`src/rtl/mem_prot_pkg.sv`:
```
package mem_prot_pkg;
  localparam int unsigned PAGE_W  = 12;
  localparam int unsigned ID_W    = 12;
  localparam int unsigned PORT_N  = 10;
  localparam int unsigned SEC_W   = 2;
  localparam int unsigned FLAGS_W = SEC_W + 1 + PORT_N + 1;

  // packed so that {range, ids, flags} staging registers map straight onto it
  typedef struct packed {
    logic [PAGE_W-1:0] pg_hi;
    logic [PAGE_W-1:0] pg_lo;
    logic [ID_W-1:0]   id_hi;
    logic [ID_W-1:0]   id_lo;
    logic              deny;
    logic [PORT_N-1:0] pmask;
    logic              vld;
    logic [SEC_W-1:0]  sec;
  } rule_t;

  typedef enum logic [2:0] {
    RG_SEL   = 3'd0,
    RG_RANGE = 3'd1,
    RG_IDS   = 3'd2,
    RG_FLAGS = 3'd3,
    RG_DFLT  = 3'd4
  } win_reg_e;
endpackage

```
`src/rtl/mem_prot_regs.sv`:
```
module mem_prot_regs
  import mem_prot_pkg::*;
#(
  parameter int unsigned NRULES = 20,
  parameter int unsigned SEL_W  = $clog2(NRULES)
) (
  input  logic                     clk,
  input  logic                     rst_n,
  input  logic                     reg_wr_en,
  input  logic [2:0]               reg_addr,
  input  logic [31:0]              reg_wdata,
  output logic [31:0]              reg_rdata,
  output rule_t [NRULES-1:0]       rules_o,
  output logic [PORT_N-1:0]        dflt_o,
  output logic                     wr_go_o
);
  localparam int unsigned RNG_W = 2 * PAGE_W;
  localparam int unsigned IDS_W = 2 * ID_W;

  logic [SEL_W-1:0]   sel;
  logic               wr_go, rd_go;
  logic [RNG_W-1:0]   st_range;
  logic [IDS_W-1:0]   st_ids;
  logic [FLAGS_W-1:0] st_flags;
  logic               sel_ok;
  rule_t              rd_rule;

  assign sel_ok  = 32'(sel) < NRULES;
  assign rd_rule = sel_ok ? rules_o[sel] : '0;
  assign wr_go_o = wr_go;

  // rule storage: written only by the copy strobe
  always_ff @(posedge clk or negedge rst_n) begin
    if (!rst_n) begin
      rules_o <= '0;
    end else if (wr_go && sel_ok) begin
      for (int i = 0; i < int'(NRULES); i++)
        if (sel == SEL_W'(i)) rules_o[i] <= {st_range, st_ids, st_flags};
    end
  end

  // window registers; strobes live for one cycle
  always_ff @(posedge clk or negedge rst_n) begin
    if (!rst_n) begin
      sel      <= '0;
      wr_go    <= 1'b0;
      rd_go    <= 1'b0;
      st_range <= '0;
      st_ids   <= '0;
      st_flags <= '0;
      dflt_o   <= '0;
    end else begin
      wr_go <= 1'b0;
      rd_go <= 1'b0;
      if (reg_wr_en) begin
        case (reg_addr)
          RG_SEL: begin
            sel   <= reg_wdata[SEL_W-1:0];
            wr_go <= reg_wdata[SEL_W];
            rd_go <= reg_wdata[SEL_W+1];
          end
          RG_RANGE: st_range <= reg_wdata[RNG_W-1:0];
          RG_IDS:   st_ids   <= reg_wdata[IDS_W-1:0];
          RG_FLAGS: st_flags <= reg_wdata[FLAGS_W-1:0];
          RG_DFLT:  dflt_o   <= reg_wdata[PORT_N-1:0];
          default: ;
        endcase
      end
      if (rd_go && sel_ok) begin
        st_range <= {rd_rule.pg_hi, rd_rule.pg_lo};
        st_ids   <= {rd_rule.id_hi, rd_rule.id_lo};
        st_flags <= {rd_rule.deny, rd_rule.pmask, rd_rule.vld, rd_rule.sec};
      end
    end
  end

  always_comb begin
    case (reg_addr)
      RG_SEL:   reg_rdata = 32'({rd_go, wr_go, sel});
      RG_RANGE: reg_rdata = 32'(st_range);
      RG_IDS:   reg_rdata = 32'(st_ids);
      RG_FLAGS: reg_rdata = 32'(st_flags);
      RG_DFLT:  reg_rdata = 32'(dflt_o);
      default:  reg_rdata = '0;
    endcase
  end
endmodule

```
`config.mk`:
```
export PLATFORM = sky130hd
export DESIGN_NAME = mem_prot_regs
export DESIGN_NICKNAME = d
export VERILOG_FILES = /design/src/rtl/mem_prot_pkg.sv /design/src/rtl/mem_prot_regs.sv
export SDC_FILE = /design/constraint.sdc
export NUM_CORES = 2
export LEC_CHECK = 0
export BUFFER_PORTS_ARGS = -buffer_cell sky130_fd_sc_hd__buf_4
export CORE_AREA = 8 8 508 510
export CTS_BUF_LIST = sky130_fd_sc_hd__clkbuf_4
export DETAILED_ROUTE_END_ITERATION = 16
export DIE_AREA = 0 0 516 518
export SETUP_SLACK_MARGIN = 0.5
export SYNTH_ARGS = -nofsm -noshare
export SYNTH_HDL_FRONTEND = slang
export SYNTH_SLANG_ARGS = --single-unit
```
`constraint.sdc`:
```
create_clock -name clk -period 1.97 [get_ports clk]
set_clock_uncertainty 0.1 [all_clocks]
set_input_delay 0.2955 -clock clk [delete_from_list [all_inputs] [get_ports clk]]
set_output_delay 0.2955 -clock clk [all_outputs]
set_load 0.05 [all_outputs]
```
# Yosys cells after proc, flatten, opt, wreduce, memory -nomap -nowiden
# Index checks and enable logic that the tools add are counted.
# W data, S select, Z words.
[word_totals] register_bits=1319 inputBits=38 word_cells=242
[classes] magnitude_cmp=2 n_eq_ne=23 mux=17 n_reduce_logical=33
[ops] operator="$bmux W62 S5" n=1
[ops] operator="$mux W24" n=6
[ops] operator="$mux W62" n=2
[ops] operator="$pmux W24 S5" n=1
[ops] operator="$reduce_and A2 Y1" n=25
[ops] operator="$mux W14" n=3
[ops] operator="$eq A5 B4 Y1 const B" n=8
[ops] operator="$eq A5 B3 Y1 const B" n=4
[ops] operator="$eq A5 B5 Y1 const B" n=4
[ops] operator="$eq A5 B2 Y1 const B" n=2
[ops] operator="$reduce_bool A2 Y1" n=4
[ops] operator="$eq A3 B2 Y1 const B" n=2
[ops] operator="$lt A5 B6 Y1 const B" n=1
[ops] operator="$eq A5 B1 Y1 const B" n=1
[ops] operator="$logic_not A5 Y1" n=1
[ops] operator="$lt A5 B5 Y1 const B" n=1
[ops] operator="$mux W1" n=4
[ops] operator="$eq A3 B1 Y1 const B" n=1
[ops] operator="$eq A3 B3 Y1 const B" n=1
[ops] operator="$logic_not A3 Y1" n=1
[ops] operator="$logic_and A1 B1 Y1" n=2

# Longest topological paths before layout
[depth] depth_word=4 mapped_depth=8 ltp_nobuf=4

# Worst setup path before layout
# OpenSTA, ideal clock, no wires.
[synth_path] path_type="reg2out" start="register sel[1]" end="output port reg_rdata[1]" t_arrival_ns=2.075 required_time_ns=1.574 path_slack_ns=-0.501 stages_incl_launch_ff=9 path_cell_list="dfrtp_1 > buf_2 > buf_2 > buf_2 > buf_2 > mux2i_1 > nor2_1 > a21oi_1 > o22ai_1"
[synth_between] elab_chain_cells=1
[synth_rtl] element="start, declared" line="mem_prot_regs.sv:20" source="logic [SEL_W-1:0] sel;"
[synth_rtl] element="start signal, assigned" line="mem_prot_regs.sv:58" source="sel <= reg_wdata[SEL_W-1:0];"
[synth_rtl] element="$pmux W24 S5" line="mem_prot_regs.sv:78" source="case (reg_addr)"
[synth_rtl] element="end, declared" line="mem_prot_regs.sv:12" source="output logic [31:0] reg_rdata,"
# Every way passes these cells.

# Final worst setup path
[layout_path] start="register sel[2]" end="output port reg_rdata[2]"
# The elaborated chain is that of the path after synthesis.

==> flow_metrics.py <==
metrics = {
    "global_route": {
        "grt_pass1_vias": 54900,
        "antenna_found_initial": 36,
        "track_usage_pct": 26.1,
        "grt_max_degree": 82,
        "overflow": 0,
        "grt_pass1_wl_um": 484000,
    },
    "floorplan": {
        "design.core.area_um2": 250000,
        "die_x_um": 516,
        "ios": 1321,
        "num_rows": 184,
        "die_area_um2": 267000,
        "chipHeight_um": 518,
        "initial_utilization_pct": 24.4,
    },
    "logic_synthesis": {
        "syn-cell-area_um2": 61000,
        "synth-edff-count": 0,
        "netlist.area_leader.share_pct": 54.2,
        "async_reset_ff_share_pct": 100,
        "synth_cells": 3932,
        "syn_area_per_cell_um2": 15.5,
        "synth_area_leaders": "dfrtp_1 (54%), mux2_2 (24%), mux4_2 (9.1%), mux2i_1 (2.3%), mux2_4 (1.4%)",
        "synth_area_leader_cell": "dfrtp_1",
        "ys_ff_latch": 1319,
        "ys_types": 52,
        "ys_dominant_reg_cell": "dfrtp_1",
        "yosysSeqAreaShare_pct": 54.2,
        "yosys_warnings": 0,
    },
    "sta": {
        "maxSlewHeadroom_pct": 28.6,
        "setup_viol": 2577,
        "finalCritPeriodShare_pct": 153,
        "slew_violations": 0,
        "setup_ws_ns": -1.05,
        "tightest_slew_ns": 1.07,
        "period_needed_ns": 3.02,
        "rsz0062_at_grt": "yes",
        "max_freq_ghz": 0.331,
        "hold_slack_ns": 0.250,
        "finalHoldViolCount": 0,
    },
    "critical_path": {
        "crit_arrival_ns": 2.62,
        "r2r_cells": 11,
        "critPathLaunchType": "flop",
        "path_class": "flop to primary output",
        "critPathMaxStageDelay_ns": 0.49,
        "cp.required_ns": 1.57,
        "path_cells": "buf_12, buf_12, mux2i_1, nor2_1, a21oi_2, o22ai_4, buf_12",
        "critical_path.most_common_cell": "buf_12",
        "crit_fanout": 2,
        "crit_slowest_cell": "dfrtp_4",
        "crit_path_end_kind": "primary output",
    },
    "route": {
        "totalWireLength_um": 378000,
        "drt_iter0_drc": 3814,
        "drc": 0,
        "vias": 52300,
        "routed_via_density": 4.96,
        "wire_per_inst_um": 35.9,
        "firstDrtPassIters": 5,
        "antenna_left": 0,
    },
    "placement": {
        "dp_slack_ns": -0.554,
        "io_buffers": 1304,
        "finalWeightedCongestion": 0.889,
        "dp.final_hpwl_um": 267000,
        "placed_area_um2": 79100,
    },
    "cts": {
        "htreeDepth": 5,
        "clock_sinks": 1319,
        "cts_tree": "yes",
        "cts_inserted_buffers": 383,
        "cts_buffer_depth": 4,
        "path_clk_slew_ns": 0.07,
        "insertion_delay_ns": 1.34,
        "root_buffer": "clkbuf_4",
    },
    "min_path": {
        "hold_class": "input port to flop",
        "holdPathStages": 6,
    },
    "layout": {
        "fill_cells": 23200,
        "fin_nets": 6931,
        "finalInstanceArea_um2": 101000,
        "area_delta_synth_final_pct": 65.8,
        "multi_input_area_um2": 27500,
        "seq_area_um2": 33200,
        "drive_gt1_share_pct": 76.2,
    },
    "flow_run": {
        "cap_viol_max_count": 0,
    },
    "status": {
        "outcome": "complete, but fails checks",
        "violations": "negative setup slack",
    },
    "power_and_ir_drop": {
        "vdd_drop_max_mv": 0.586,
        "p_leak_nw": 50.6,
        "power_density_nw_per_um2": 914,
    },
}
-- registers in the layout (all words and copies together) (netlist names) --
name,flops
st_flags,14
wr_go_o,1
rd_go,1
rules_o,1240
sel,5
st_ids,24
dflt_o,10
st_range,24
-- final cells by class --
class	instances	area share (%)
flip-flops and latches	1319	32.9
clock inverters	89	0.395
repair buffers	2976	31.1
multi-input cells	2210	27.2
clock buffers	567	4.21
inverters	3	0.0186
well taps	3348	4.14
diodes	26	0.0644
-- per-layer routing --
metal	up-vias	routed length, um	GRT usage (%)
li1	21000	-	-
met1	27700	143000	30.7
met2	2926	178000	42.8
met3	723	35900	8.65
met4	12	21200	12.5
met5	-	90	0
-- worst max-delay path, delay by kind of cell (launching register included) --
kind | cells | cell delay (ns)
DFF | 1 | 0.49
muxes | 1 | 0.12
AOI/OAI and AO/OA | 2 | 0.27
buffers and inverters | 3 | 0.41
and+or+nand+nor | 1 | 0.07
-- synthesized netlist by cell type (7+ instances only) --
master    number
mux2_4        58
o22ai_1       71
a22oi_1       17
nand2_1       73
o211a_1       58
nor2b_1        8
mux2_2      1296
o21ai_0       62
mux2_1        27
buf_2        129
buf_4         48
buf_6         50
a221oi_1      60
clkbuf_1     180
dfrtp_1     1319
a21oi_1        7
mux2i_1      141
mux4_2       247
nor2_1        24
-- cell families (layout without fill, tap and decap cells) --
| family | count (synthesis) | count (layout) | synth area share [%] |
|---|---|---|---|
| mux | 1769 | 1769 | 37.3 |
| other cells | 1 | 34 | 0.00615 |
| compound gates | 285 | 285 | 3.47 |
| buf+inv | 412 | 3635 | 3.71 |
| flops | 1319 | 1319 | 54.2 |
| simple gates | 146 | 148 | 1.34 |
-- metrics by stage --
stage / TNS, ns / total power, mW / util, % / cells
5_1_grt: -1309.79 / 95.9 / 40.4 / 10500
4_1_cts: -1283.33 / 91.8 / 39.1 / 10400
3_5_place_dp: -342.28 / 60.8 / 31.6 / 8681
2_1_floorplan: 0 / 47.0 / - / 3939
3_3_place_gp: -333.21 / 60.5 / 31.6 / 8681
6_report: -982.14 / 92.4 / 40.4 / 10500
-- where the power goes --
| group | internal, mW | leakage [nW] | total (mW) | switching [mW] |
|---|---|---|---|---|
| sequential | 29.4 | 17.9 | 32.4 | 2.97 |
| combinational | 13.5 | 29.9 | 34.0 | 20.5 |
| clock | 13.2 | 2.80 | 26.0 | 12.8 |
-- repair_timing --
action,4_1_cts,5_1_grt
pin swaps,77,83
setup endpoints to repair,2580,2580
cloned,7,42
setup buffers,973,87
resized for setup,1592,320
hold endpoints to repair,1398,0
hold buffers,66,0
-- placed cells by master, fill, tap and decap left out, types with 14 or more instances in the layout --
cell and instances:
o21ai_0 56, mux4_2 247, o211a_1 56, buf_8 140, buf_16 23, mux2_1 15, a221oi_2 22, buf_4 1482
mux2_4 201, dlygate4sd3_1 58, clkinv_1 65, buf_12 242, clkbuf_16 38, nand2_1 61, o22ai_1 47, diode_2 26
buf_6 992, dfrtp_1 1152, mux2i_1 122, a221oi_1 29, mux2_2 1165, o22ai_2 14, clkbuf_4 567, dfrtp_2 161
a22oi_2 15
-- worst paths after layout --
| path | startpoint | end | slack (ns) |
|---|---|---|---|
| setup / recovery | sel[2]$_DFFE_PN0P_ | reg_rdata[2] | -1.05 |
| hold / removal | reg_wr_en | st_flags[12]$_DFFE_PN0P_ | 0.25 |
| setup reg to reg | sel[0]$_DFFE_PN0P_ | st_range[9]$_DFFE_PN0P_ | -0.70 |
| hold reg to reg | rules_o[700]$_DFFE_PN0P_ | rules_o[700]$_DFFE_PN0P_ | 0.43 |
| max in group asynchronous | rst_n | rules_o[208]$_DFFE_PN0P_ | 0.79 |
| min in group asynchronous | rst_n | rules_o[228]$_DFFE_PN0P_ | 0.31 |
(Power assumes the default switching activity.)
